## src/rtl/haddr_pkg.sv

```systemverilog
package haddr_pkg;
    localparam int HA_HALF_W = 16;
    localparam int HA_WSH    = 4;

    typedef enum logic [1:0] {
        SEL_MAP  = 2'd0,
        SEL_EXT  = 2'd1,
        SEL_CTRL = 2'd2
    } hreg_sel_e;

    function automatic int unsigned step_of(input logic dword, input int wsh);
        return dword ? (32'd2 << wsh) : (32'd1 << wsh);
    endfunction
endpackage

```

## src/rtl/haddr_regs.sv

```systemverilog
module haddr_regs
    import haddr_pkg::*;
#(
    parameter int HALF_W = HA_HALF_W,
    parameter int WSH    = HA_WSH,
    localparam int AW    = 2 * HALF_W
) (
    input  logic              clk,
    input  logic              rst,
    input  logic              wr_en,
    input  hreg_sel_e         wr_sel,
    input  logic [HALF_W-1:0] wr_data,
    output logic              reload,
    output logic [AW-1:0]     seed,
    output logic              inc_dword
);
    logic [HALF_W-1:0]   map_q, map_n;
    logic [HALF_W-1:WSH] ext_q, ext_n;
    logic                ext_off_q, ext_off_n;
    logic                dword_q, dword_n;

    always_comb begin
        map_n     = map_q;
        ext_n     = ext_q;
        ext_off_n = ext_off_q;
        dword_n   = dword_q;
        if (wr_en) begin
            unique case (wr_sel)
                SEL_MAP:  map_n = wr_data;
                SEL_EXT:  begin
                    ext_n     = wr_data[HALF_W-1:WSH];
                    ext_off_n = wr_data[0];
                end
                SEL_CTRL: dword_n = wr_data[0];
                default:  ;
            endcase
        end
    end

    assign reload = wr_en && (wr_sel == SEL_MAP || wr_sel == SEL_EXT);
    assign seed   = ext_off_n ? {map_n, {HALF_W{1'b0}}}
                              : {map_n, ext_n, {WSH{1'b0}}};
    assign inc_dword = dword_q;

    always_ff @(posedge clk) begin
        if (rst) begin
            map_q     <= '0;
            ext_off_q <= 1'b1;
            dword_q   <= 1'b0;
        end else begin
            map_q     <= map_n;
            ext_off_q <= ext_off_n;
            dword_q   <= dword_n;
        end
    end

    always_ff @(posedge clk) begin
        ext_q <= ext_n;
    end
endmodule

```

## src/rtl/haddr_step.sv

```systemverilog
module haddr_step
    import haddr_pkg::*;
#(
    parameter int HALF_W = HA_HALF_W,
    parameter int WSH    = HA_WSH
) (
    input  logic [HALF_W-1:0] lo,
    input  logic [HALF_W-1:0] hi,
    input  logic              dword,
    output logic [HALF_W-1:0] lo_n,
    output logic [HALF_W-1:0] hi_n
);
    logic [HALF_W-1:0] step;
    logic              carry;

    assign step          = HALF_W'(step_of(dword, WSH));
    assign {carry, lo_n} = {1'b0, lo} + {1'b0, step};
    assign hi_n          = hi + {{(HALF_W-1){1'b0}}, carry};
endmodule

```

## src/rtl/haddr_gen.sv

```systemverilog
module haddr_gen
    import haddr_pkg::*;
#(
    parameter int HALF_W = HA_HALF_W,
    parameter int WSH    = HA_WSH,
    localparam int AW    = 2 * HALF_W
) (
    input  logic              clk,
    input  logic              rst,
    input  logic              wr_en,
    input  logic [1:0]        wr_sel,
    input  logic [HALF_W-1:0] wr_data,
    input  logic              xfer_done,
    output logic [AW-1:0]     host_addr
);
    logic              reload;
    logic [AW-1:0]     seed;
    logic              inc_dword;
    logic [HALF_W-1:0] lo_n, hi_n;
    logic [AW-1:0]     addr_q;

    haddr_regs #(.HALF_W(HALF_W), .WSH(WSH)) u_regs (
        .clk       (clk),
        .rst       (rst),
        .wr_en     (wr_en),
        .wr_sel    (hreg_sel_e'(wr_sel)),
        .wr_data   (wr_data),
        .reload    (reload),
        .seed      (seed),
        .inc_dword (inc_dword)
    );

    haddr_step #(.HALF_W(HALF_W), .WSH(WSH)) u_step (
        .lo    (addr_q[HALF_W-1:0]),
        .hi    (addr_q[AW-1:HALF_W]),
        .dword (inc_dword),
        .lo_n  (lo_n),
        .hi_n  (hi_n)
    );

    always_ff @(posedge clk) begin
        if (rst)            addr_q <= '0;
        else if (reload)    addr_q <= seed;
        else if (xfer_done) addr_q <= {hi_n, lo_n};
    end

    assign host_addr = addr_q;
endmodule

```

## config.mk

```make
export PLATFORM = sky130hd
export DESIGN_NAME = haddr_gen
export DESIGN_NICKNAME = d
export VERILOG_FILES = /design/src/rtl/haddr_pkg.sv /design/src/rtl/haddr_regs.sv /design/src/rtl/haddr_step.sv /design/src/rtl/haddr_gen.sv
export SDC_FILE = /design/constraint.sdc
export NUM_CORES = 1
export LEC_CHECK = 0
export ABC_AREA = 1
export BUFFER_PORTS_ARGS = -buffer_cell sky130_fd_sc_hd__buf_2
export CORE_MARGIN = 2
export CORE_UTILIZATION = 50
export DETAILED_ROUTE_END_ITERATION = 8
export PLACE_DENSITY = 0.88
export SYNTH_ARGS = -nofsm -noshare
export SYNTH_HDL_FRONTEND = slang
export SYNTH_SLANG_ARGS = --single-unit
```

## constraint.sdc

```tcl
create_clock -name clk -period 2.2 [get_ports clk]
set_input_delay 0.33 -clock clk [delete_from_list [all_inputs] [get_ports clk]]
set_output_delay 0.33 -clock clk [all_outputs]
set_load 0.005 [all_outputs]
```

# After elaboration in Yosys (flattened, before gate mapping)

Index checks and enable logic that the tools add are counted.

Register bits after elaboration: 62
Input bits: 22
Output and inout bits: 32

Add/sub/neg operators: 2
Equality and inequality tests: 2
Multiplexer cells: 10
Reduce and logical (&&, ||, !) cells: 5

Operator list:

| kind                 | count |
|---|---|
| $mux W32             | 2 |
| $mux W16             | 3 |
| $mux W12             | 2 |
| $add A16 B16 Y17     | 1 |
| $add A16 B1 Y16      | 1 |
| $mux W6              | 1 |
| $eq A2 B1 Y1 const B | 1 |
| $eq A2 B2 Y1 const B | 1 |
| $logic_not A2 Y1     | 1 |
| $mux W1              | 2 |
| $reduce_and A2 Y1    | 1 |
| $reduce_bool A2 Y1   | 1 |
| $logic_and A1 B1 Y1  | 1 |
| $logic_or A1 B1 Y1   | 1 |

# Logic depth before layout (Yosys ltp)

Gate-level depths: netlist of run 1.

Depth in word-level cells: 5
Gate-level depth with buffers: 16
Mapped depth without buffers: 16

# Modules after synthesis

From an unflattened synthesis of run 1, not the netlist that was laid out.

Cells, all modules: 614
Area total of the unflattened synthesis: 3986.3 um^2

By module, submodules not included:

| module     | times used | cells each | area each (um^2) |
|---|---|---|---|
| haddr_regs | 1          | 243        | 1642.8 |
| haddr_gen  | 1          | 244        | 1617.8 |
| haddr_step | 1          | 127        | 725.7 |

# Worst setup path after synthesis of run 1

OpenSTA, ideal clock, no wires.

Path type: register to register
From: register u_regs.dword_q, in the netlist u_regs.inc_dword
To: register addr_q[30], in the netlist host_addr[30]
Arrival: 2.214 ns
Required time: 2.087 ns
Path slack: -0.127 ns
Cell stages (with the launch flop): 17
Buffers on the path: 0
Clock period less this slack: 2.327 ns
Cells stage by stage: dfxtp_1 -> inv_1 -> ha_1 -> fa_1 -> nand3_1 -> nor2_1 -> nand3_1 -> nor3_1 -> ha_1 -> ha_1 -> nand2_1 -> nor2_1 -> nand3_1 -> nand2_1 -> nand2_1 -> o21ai_1 -> inv_1

Cells in the longest elaborated chain, start to end: 5

Ends and longest elaborated chain:

| what                     | line             | RTL |
|---|---|---|
| start: declaration       | haddr_regs.sv:20 | `logic dword_q, dword_n;` |
| start signal: assignment | haddr_regs.sv:53 | `dword_q <= dword_n;` |
| $mux W6                  | haddr_pkg.sv:12  | `return dword ? (32'd2 << wsh) : (32'd1 << wsh);` |
| $add A16 B16 Y17         | haddr_step.sv:17 | `assign {carry, lo_n} = {1'b0, lo} + {1'b0, step};` |
| $add A16 B1 Y16          | haddr_step.sv:18 | `assign hi_n = hi + {{(HALF_W-1){1'b0}}, carry};` |
| $mux W32                 | haddr_gen.sv:44  | `else if (xfer_done) addr_q <= {hi_n, lo_n};` |
| $mux W32                 | haddr_gen.sv:43  | `else if (reload) addr_q <= seed;` |
| end signal: assignment   | haddr_gen.sv:44  |  |
| end: declaration         | haddr_gen.sv:20  | `logic [AW-1:0] addr_q;` |

No other way between the ends. The select of a mux whose other input is x is not followed.
A chain may end at the register's enable or synchronous reset.

# Worst setup path in the final report of run 1

From: register u_regs.dword_q, in the netlist u_regs.inc_dword
To: register addr_q[24], in the netlist host_addr[24]

The elaborated chain is that of the path after synthesis.

==> results of run 1 <==
kinds of logic (layout without fill, tap and decap cells):
logic type,after synthesis,after routing,share of synthesized area
and+or+nand+nor,242,242,0.3447
AOI/OAI and AO/OA,81,81,0.1455
buffers and inverters,62,128,0.09545
DFF,58,58,0.3868
adders and majority gates,5,5,0.02334
other,1,4,0.001249
xor gates and xnor gates,1,1,0.002918
Yosys cell counts (all sizes together):
master | n | share of area
nor3 | 1 | 0.0017
nor2 | 59 | 0.083
ha | 4 | 0.017
a211oi | 1 | 0.0025
a21oi | 27 | 0.045
clkbuf | 4 | 0.0050
fa | 1 | 0.0067
a22o | 1 | 0.0029
nand2 | 138 | 0.18
buf | 13 | 0.034
clkinv | 1 | 0.0012
o21ai | 43 | 0.073
nand4 | 6 | 0.013
o211ai | 6 | 0.015
a31oi | 1 | 0.0021
inv | 44 | 0.055
a21boi | 1 | 0.0025
or2 | 3 | 0.0063
xor2 | 1 | 0.0029
nand3 | 32 | 0.058
conb | 1 | 0.0012
nand3b | 3 | 0.0075
dfxtp | 58 | 0.39
o21bai | 1 | 0.0025
critical path: stages (launching register included):
cell	delay, ps
dfxtp_2	320
inv_2	70
ha_4	130
fa_2	210
nand3_2	90
nor2_2	120
nand3_2	100
nor3_4	160
ha_4	190
ha_4	150
nand2_4	80
inv_4	100
nand3_2	110
nand2_2	100
a21oi_1	50
nor2_1	130
nor2_1	50
final timing paths:
path | startpoint | to | slack [ps] | cells after the start
setup / recovery | u_regs.inc_dword | host_addr[24] | -70 | 16
hold / removal | wr_data[9] | u_regs.ext_q[9] | 240 | 3
setup reg to reg | u_regs.inc_dword | host_addr[24] | -70 | 16
hold reg to reg | u_regs.ext_q[12] | u_regs.ext_q[12] | 460 | 2
stage by stage:
step / utilization / power [mW] / cells / instance area (um2) / worst slack [ps]
5_1_grt: 0.6296 / 2.488 / 594 / 3684 / -208.7
6_report: 0.6296 / 2.389 / 594 / 3684 / -72.60
3_5_place_dp: 0.5701 / 1.505 / 572 / 3336 / -222.4
2_1_floorplan: - / 1.388 / 453 / 3024 / -39.54
4_1_cts: 0.6161 / 2.376 / 591 / 3605 / -19.39
3_3_place_gp: 0.5701 / 1.491 / 572 / 3336 / -126.2
state kept, by name, summed over array words and instances, names as in the netlist:
signal	count
u_regs.ext_q	12
host_addr	28
u_regs.inc_dword	1
u_regs.map_q	16
u_regs.ext_off_q	1
repair_timing:
action | CTS | global route
endpoints found under the setup margin | 13 | 14
pin swaps | 3 | 11
resized for setup | 22 | 12
cloned | 0 | 0
setup buffers | 4 | 3
power by group through the flow:
stage / registers (mW) / clock network (mW) / logic [mW]
after floorplan: 1.19 / 0 / 0.202
after global placement: 1.19 / 0 / 0.303
after detailed placement: 1.19 / 0 / 0.313
after CTS: 1.17 / 0.881 / 0.324
after global routing: 1.18 / 0.928 / 0.379
final: 1.18 / 0.874 / 0.339
layout make-up:
type / instances / area, um2 / share of cell area
Multi-Input combinational cell: 333 / 1693 / 0.4596
Sequential cell: 58 / 1164 / 0.3159
Timing Repair Buffer: 68 / 391.6 / 0.1063
Inverter: 45 / 171.4 / 0.04654
Clock buffer: 12 / 155.1 / 0.04212
Tap cell: 75 / 93.84 / 0.02548
Clock inverter: 3 / 15.01 / 0.004076
layer usage:
layer | GRT usage | wire (um) | up-vias
met1 | 0.3214 | 3447 | 1498
li1 | - | - | 1574
met5 | 0 | 0 | -
met3 | 0.05275 | 724 | 52
met2 | 0.4672 | 4139 | 182
met4 | 0.1661 | 415 | 0
==> flow_summary.ini, run 1 <==
[critical_path]
worstPathRequired_ps = 2420
worstPathArrival_ps = 2490
path_max_fanout = 4
critPathKind = reg2reg
end_kind = flip-flop
crit_path_start_kind = flip-flop

[clocking]
ctsRootBufferMaster = clkbuf_8
clk_latency_ps = 340
htreeDepth = 3
clk_pin_slew_ps = 60
cts_hold_buf = 0
cts_buffers = 9
cts_tree = yes
clock_path_buffers = 2
numClockSinks = 58

[synth]
syn_avg_cell_area_um2 = 6.670
synth_seq_area_share = 0.3868
postSynthCellCount = 450
ys_seq_elements = 58
yosysWarnings = 0
synth.cell_area_um2 = 3002
synth_cell_types = 36

[drt]
drc = 0
drt_pre_antenna_iters = 5
drtIter0Drc = 399
detail-route-antenna-nets = 0
drt-total-wl_um = 8728
via_per_inst = 5.566
post_drt_wl_per_cell_um = 14.69
num_vias = 3306

[global_route]
grt-ovfl-total = 0
grt_pass1_vias = 2989
track_usage = 0.2756
grt_max_degree = 27
grt_pass1_wl_um = 13830
antenna_found_initial = 0

[layout]
num-nets-final = 542
mostFrequentLayoutCells = 133 x nand2_1, 56 x dfxtp_1, 53 x nor2_1, 49 x buf_2, 39 x inv_1
antennaDiodeCount = 0
layout_commonest_cell = nand2_1
nFillCells = 480
syn2layout_area_growth_pct = 22.72
layout-drive-gt1-share = 0.2274

[pwr]
combPwrFrac = 0.142
p_int_mw = 1.715
clkPwrFrac = 0.366
powerDensity_nw_per_um2 = 648.5
swShare = 0.2820
p_leak_nw = 1.743
ir_drop_mv = 0.4841
seqPwrFrac = 0.492
switchingPower_mw = 0.6736

[sta]
whs_ps = 242.5
fin_ws_ps = -72.60
hold_viol_final = 0
skew_ps = 10.53
drv_slew = 0
final.period_utilization = 1.033
fmax_mhz = 440.0
min_period_ps = 2273
rsz0062_at_grt = true
tns_ps = -216.3
finalSetupViolCount = 8

[floorplanning]
coreArea_um2 = 5851
std_cell_rows = 28
initial_core_util = 0.5130
dieArea_um2 = 6639
io_pins = 54
die_y_um = 81.48
die_x_um = 81.48

[placement]
hpwlAfterDp_um = 5898
gp_congestion = 0.9092
port-buffer-count = 49

[outcome]
violations = negative setup slack
outcome = complete, but fails checks

[flow_run]
maxCapViolCount = 0

[hold_path]
hp-class = in2reg
(Power assumes the default switching activity.)
==> inputs of run 2 (changes only) <==
--- a/config.mk
+++ b/config.mk
@@ -8,9 +8,10 @@
 export ABC_AREA = 1
 export BUFFER_PORTS_ARGS = -buffer_cell sky130_fd_sc_hd__buf_2
 export CORE_MARGIN = 2
-export CORE_UTILIZATION = 50
+export CORE_UTILIZATION = 55
 export DETAILED_ROUTE_END_ITERATION = 8
-export PLACE_DENSITY = 0.88
+export PLACE_DENSITY = 0.89
 export SYNTH_ARGS = -nofsm -noshare
 export SYNTH_HDL_FRONTEND = slang
+export SYNTH_HIERARCHICAL = 1
 export SYNTH_SLANG_ARGS = --single-unit
==> constraint.sdc (replaced) <==
create_clock -name clk -period 2.3 [get_ports clk]
set_input_delay 0.345 -clock clk [delete_from_list [all_inputs] [get_ports clk]]
set_output_delay 0.345 -clock clk [all_outputs]
set_load 0.005 [all_outputs]
==> flow_summary.ini, run 2 <==
[outcome]
outcome = complete, but fails checks
violations = negative setup slack

[layout]
antennaDiodeCount = 0
largest_reg_flops = 32
fin_area_um2 = 4569
seq_area_um2 = 1244
layout_commonest_cell = nand2_1
layout-drive-gt1-share = 0.2541
num-nets-final = 688
multi_input_area_um2 = 2128
syn2layout_area_growth_pct = 14.63
mostFrequentLayoutCells = 175 x nand2_1, 117 x inv_1, 88 x nand3_1, 60 x dfxtp_1, 53 x buf_2
nFillCells = 589

[pwr]
p_int_mw = 1.935
switchingPower_mw = 0.7393
ir_drop_mv = 0.2770
total_power_mw = 2.674
combPwrFrac = 0.158
swShare = 0.2765
powerDensity_nw_per_um2 = 585.2
seqPwrFrac = 0.445
p_leak_nw = 2.619
clkPwrFrac = 0.397

[global_route]
track_usage = 0.2524
grt_pass1_wl_um = 15460
grt_max_degree = 49
grt_pass1_vias = 3418
antenna_found_initial = 0
grt-ovfl-total = 0

[critical_path]
r2r_cells = 17
worst-r2r-setup-slack_ps = -30
end_kind = flip-flop
worstPathArrival_ps = 2570
crit_start = u_regs/inc_dword
reg2reg_from = u_regs/inc_dword
path_max_fanout = 4
crit_path_end = host_addr[26]
worstPathRequired_ps = 2540
r2r_end = host_addr[26]
critPathKind = reg2reg
crit_path_start_kind = flip-flop

[clocking]
cts_hold_buf = 0
numClockSinks = 62
clock_path_buffers = 2
cts_buffers = 9
ctsRootBufferMaster = clkbuf_8
clk_latency_ps = 340
cts_tree = yes
htreeDepth = 3
clk_pin_slew_ps = 70

[drt]
drc = 0
via_per_inst = 5.016
drt_pre_antenna_iters = 5
detail-route-antenna-nets = 0
num_vias = 3832
post_drt_wl_per_cell_um = 12.73
drtIter0Drc = 415
drt-total-wl_um = 9724

[synth]
synth.largest_area_cell = dfxtp_1
synth.cell_area_um2 = 3986
async_reset_ff_frac = 0
synth_area_leaders = dfxtp_1 31%, nand2_1 17%, nand3_1 12%
synthAdderAreaFrac = 0.02072
ys_seq_elements = 62
synth_edf_count = 0
synth-xor-area-share = 0.03076
yosys-top-cells-count = 176 x nand2_1, 120 x inv_1, 92 x nand3_1, 62 x dfxtp_1, 28 x nor2_1
yosysWarnings = 6
synth_cell_types = 31
yosysMostFrequentCell = nand2_1
synth_top_family_by_area = simple AND/OR/NAND/NOR gates
synth_ff_type = dfxtp_1
synth_top_area_share = 0.3114
syn_avg_cell_area_um2 = 6.492
synth_seq_area_share = 0.3114
synth_compound_area_frac = 0.005022
synth_mux_area_frac = 0
synth-simple-area-share = 0.4448
postSynthCellCount = 614

[sta]
tns_ps = -78.91
fmax_mhz = 428.9
skew_ps = 8.940
rsz0062_at_grt = true
worstMarginPinSlew_ps = 1106
hold_viol_final = 0
fin_ws_ps = -31.40
final.period_utilization = 1.014
relSlewSlack = 0.2618
drv_slew = 0
whs_ps = 319.9
min_period_ps = 2331
finalSetupViolCount = 6

[floorplanning]
die_y_um = 89.14
coreArea_um2 = 7137
io_pins = 54
initial_core_util = 0.5586
std_cell_rows = 31
die_x_um = 89.14
dieArea_um2 = 7945

[placement]
hpwlAfterDp_um = 6388
port-buffer-count = 53
placed_cell_area_um2 = 4215
gp_congestion = 0.9239

[flow_run]
maxCapViolCount = 0

[hold_path]
hp-class = in2reg
==> run 2: cell types whose count changed after synthesis, moves of 6 or more <==
cell,change
inv_1,+79
nand3_1,+61
nand2_1,+41
o21ai_0,-32
nor2_1,-28
a21oi_1,-26
nand2_2,+22
nor2_2,+15
nand3_2,+12
buf_4,+9
xnor2_1,+8
o21ai_1,-7
o211ai_1,-6
==> run 2: logic make-up after synthesis <==
family	Yosys count
simple gates	366
buf+inv	161
flops	62
xor+xnor	14
fa+ha+maj	6
compound gates	4
other cells	1
==> run 2: metal layers <==
layer | vias up | GRT usage | routed length, um
li1 | 1915 | - | -
met1 | 1739 | 0.3305 | 4323
met2 | 154 | 0.4034 | 4506
met3 | 24 | 0.04340 | 638
met4 | 0 | 0.1221 | 255
met5 | - | 0 | 0
==> run 2: worst min path at each step <==
stage | end | cells past startpoint | slack [ps] | start
after floorplan | u_regs/ext_off_q | 2 | 450 | u_regs/ext_off_q
after global placement | u_regs/ext_off_q | 2 | 470 | u_regs/ext_off_q
after detailed placement | u_regs/ext_off_q | 2 | 470 | u_regs/ext_off_q
after CTS | u_regs/inc_dword | 3 | 300 | wr_data[0]
after global routing | u_regs/inc_dword | 3 | 350 | wr_data[0]
final | u_regs/inc_dword | 3 | 320 | wr_data[0]
==> run 2: metrics by stage <==
stage                       util  instances  worst slack, ps
after CTS                 0.6297        762           -38.69
final                     0.6403        764           -31.40
after global routing      0.6403        764           -190.0
after detailed placement  0.5906        745           -105.7
after floorplan                -        617            16.96
after global placement    0.5906        745           -61.39
==> run 2: critical path: stages, from the launching register on <==
cell and delay [ps]:
dfxtp_2 330, inv_2 70, ha_4 140, fa_2 210, nand2_2 50, inv_2 80, nand2_4 50, nor3b_4 190
ha_2 220, ha_4 150, nand3_4 110, nor2_4 160, nand2_1 80, xor2_1 140, nand3_1 70, nand3_1 70
nand2_1 60, inv_1 50
==> run 2: timing repair <==
| item | 4_1_cts | 5_1_grt |
|---|---|---|
| pin swaps | 12 | 11 |
| setup endpoints to repair | 11 | 12 |
| resized for setup | 14 | 12 |
| buffers inserted | 1 | 2 |
==> run 2: power by group through the flow <==
stage	clock network, mW	registers, mW	logic (mW)
final	1.06	1.19	0.422
after global routing	1.13	1.20	0.471
after CTS	1.07	1.19	0.410
after detailed placement	0	1.21	0.399
after global placement	0	1.21	0.386
after floorplan	0	1.21	0.319
==> run 2: area by class of cell <==
class                   count  share of cell area
clock buffers              12             0.03176
clock inverters             4             0.01533
inverters                 126              0.1041
multi-input cells         394              0.4658
flip-flops and latches     62              0.2722
well taps                  99             0.02711
repair buffers             67             0.08379
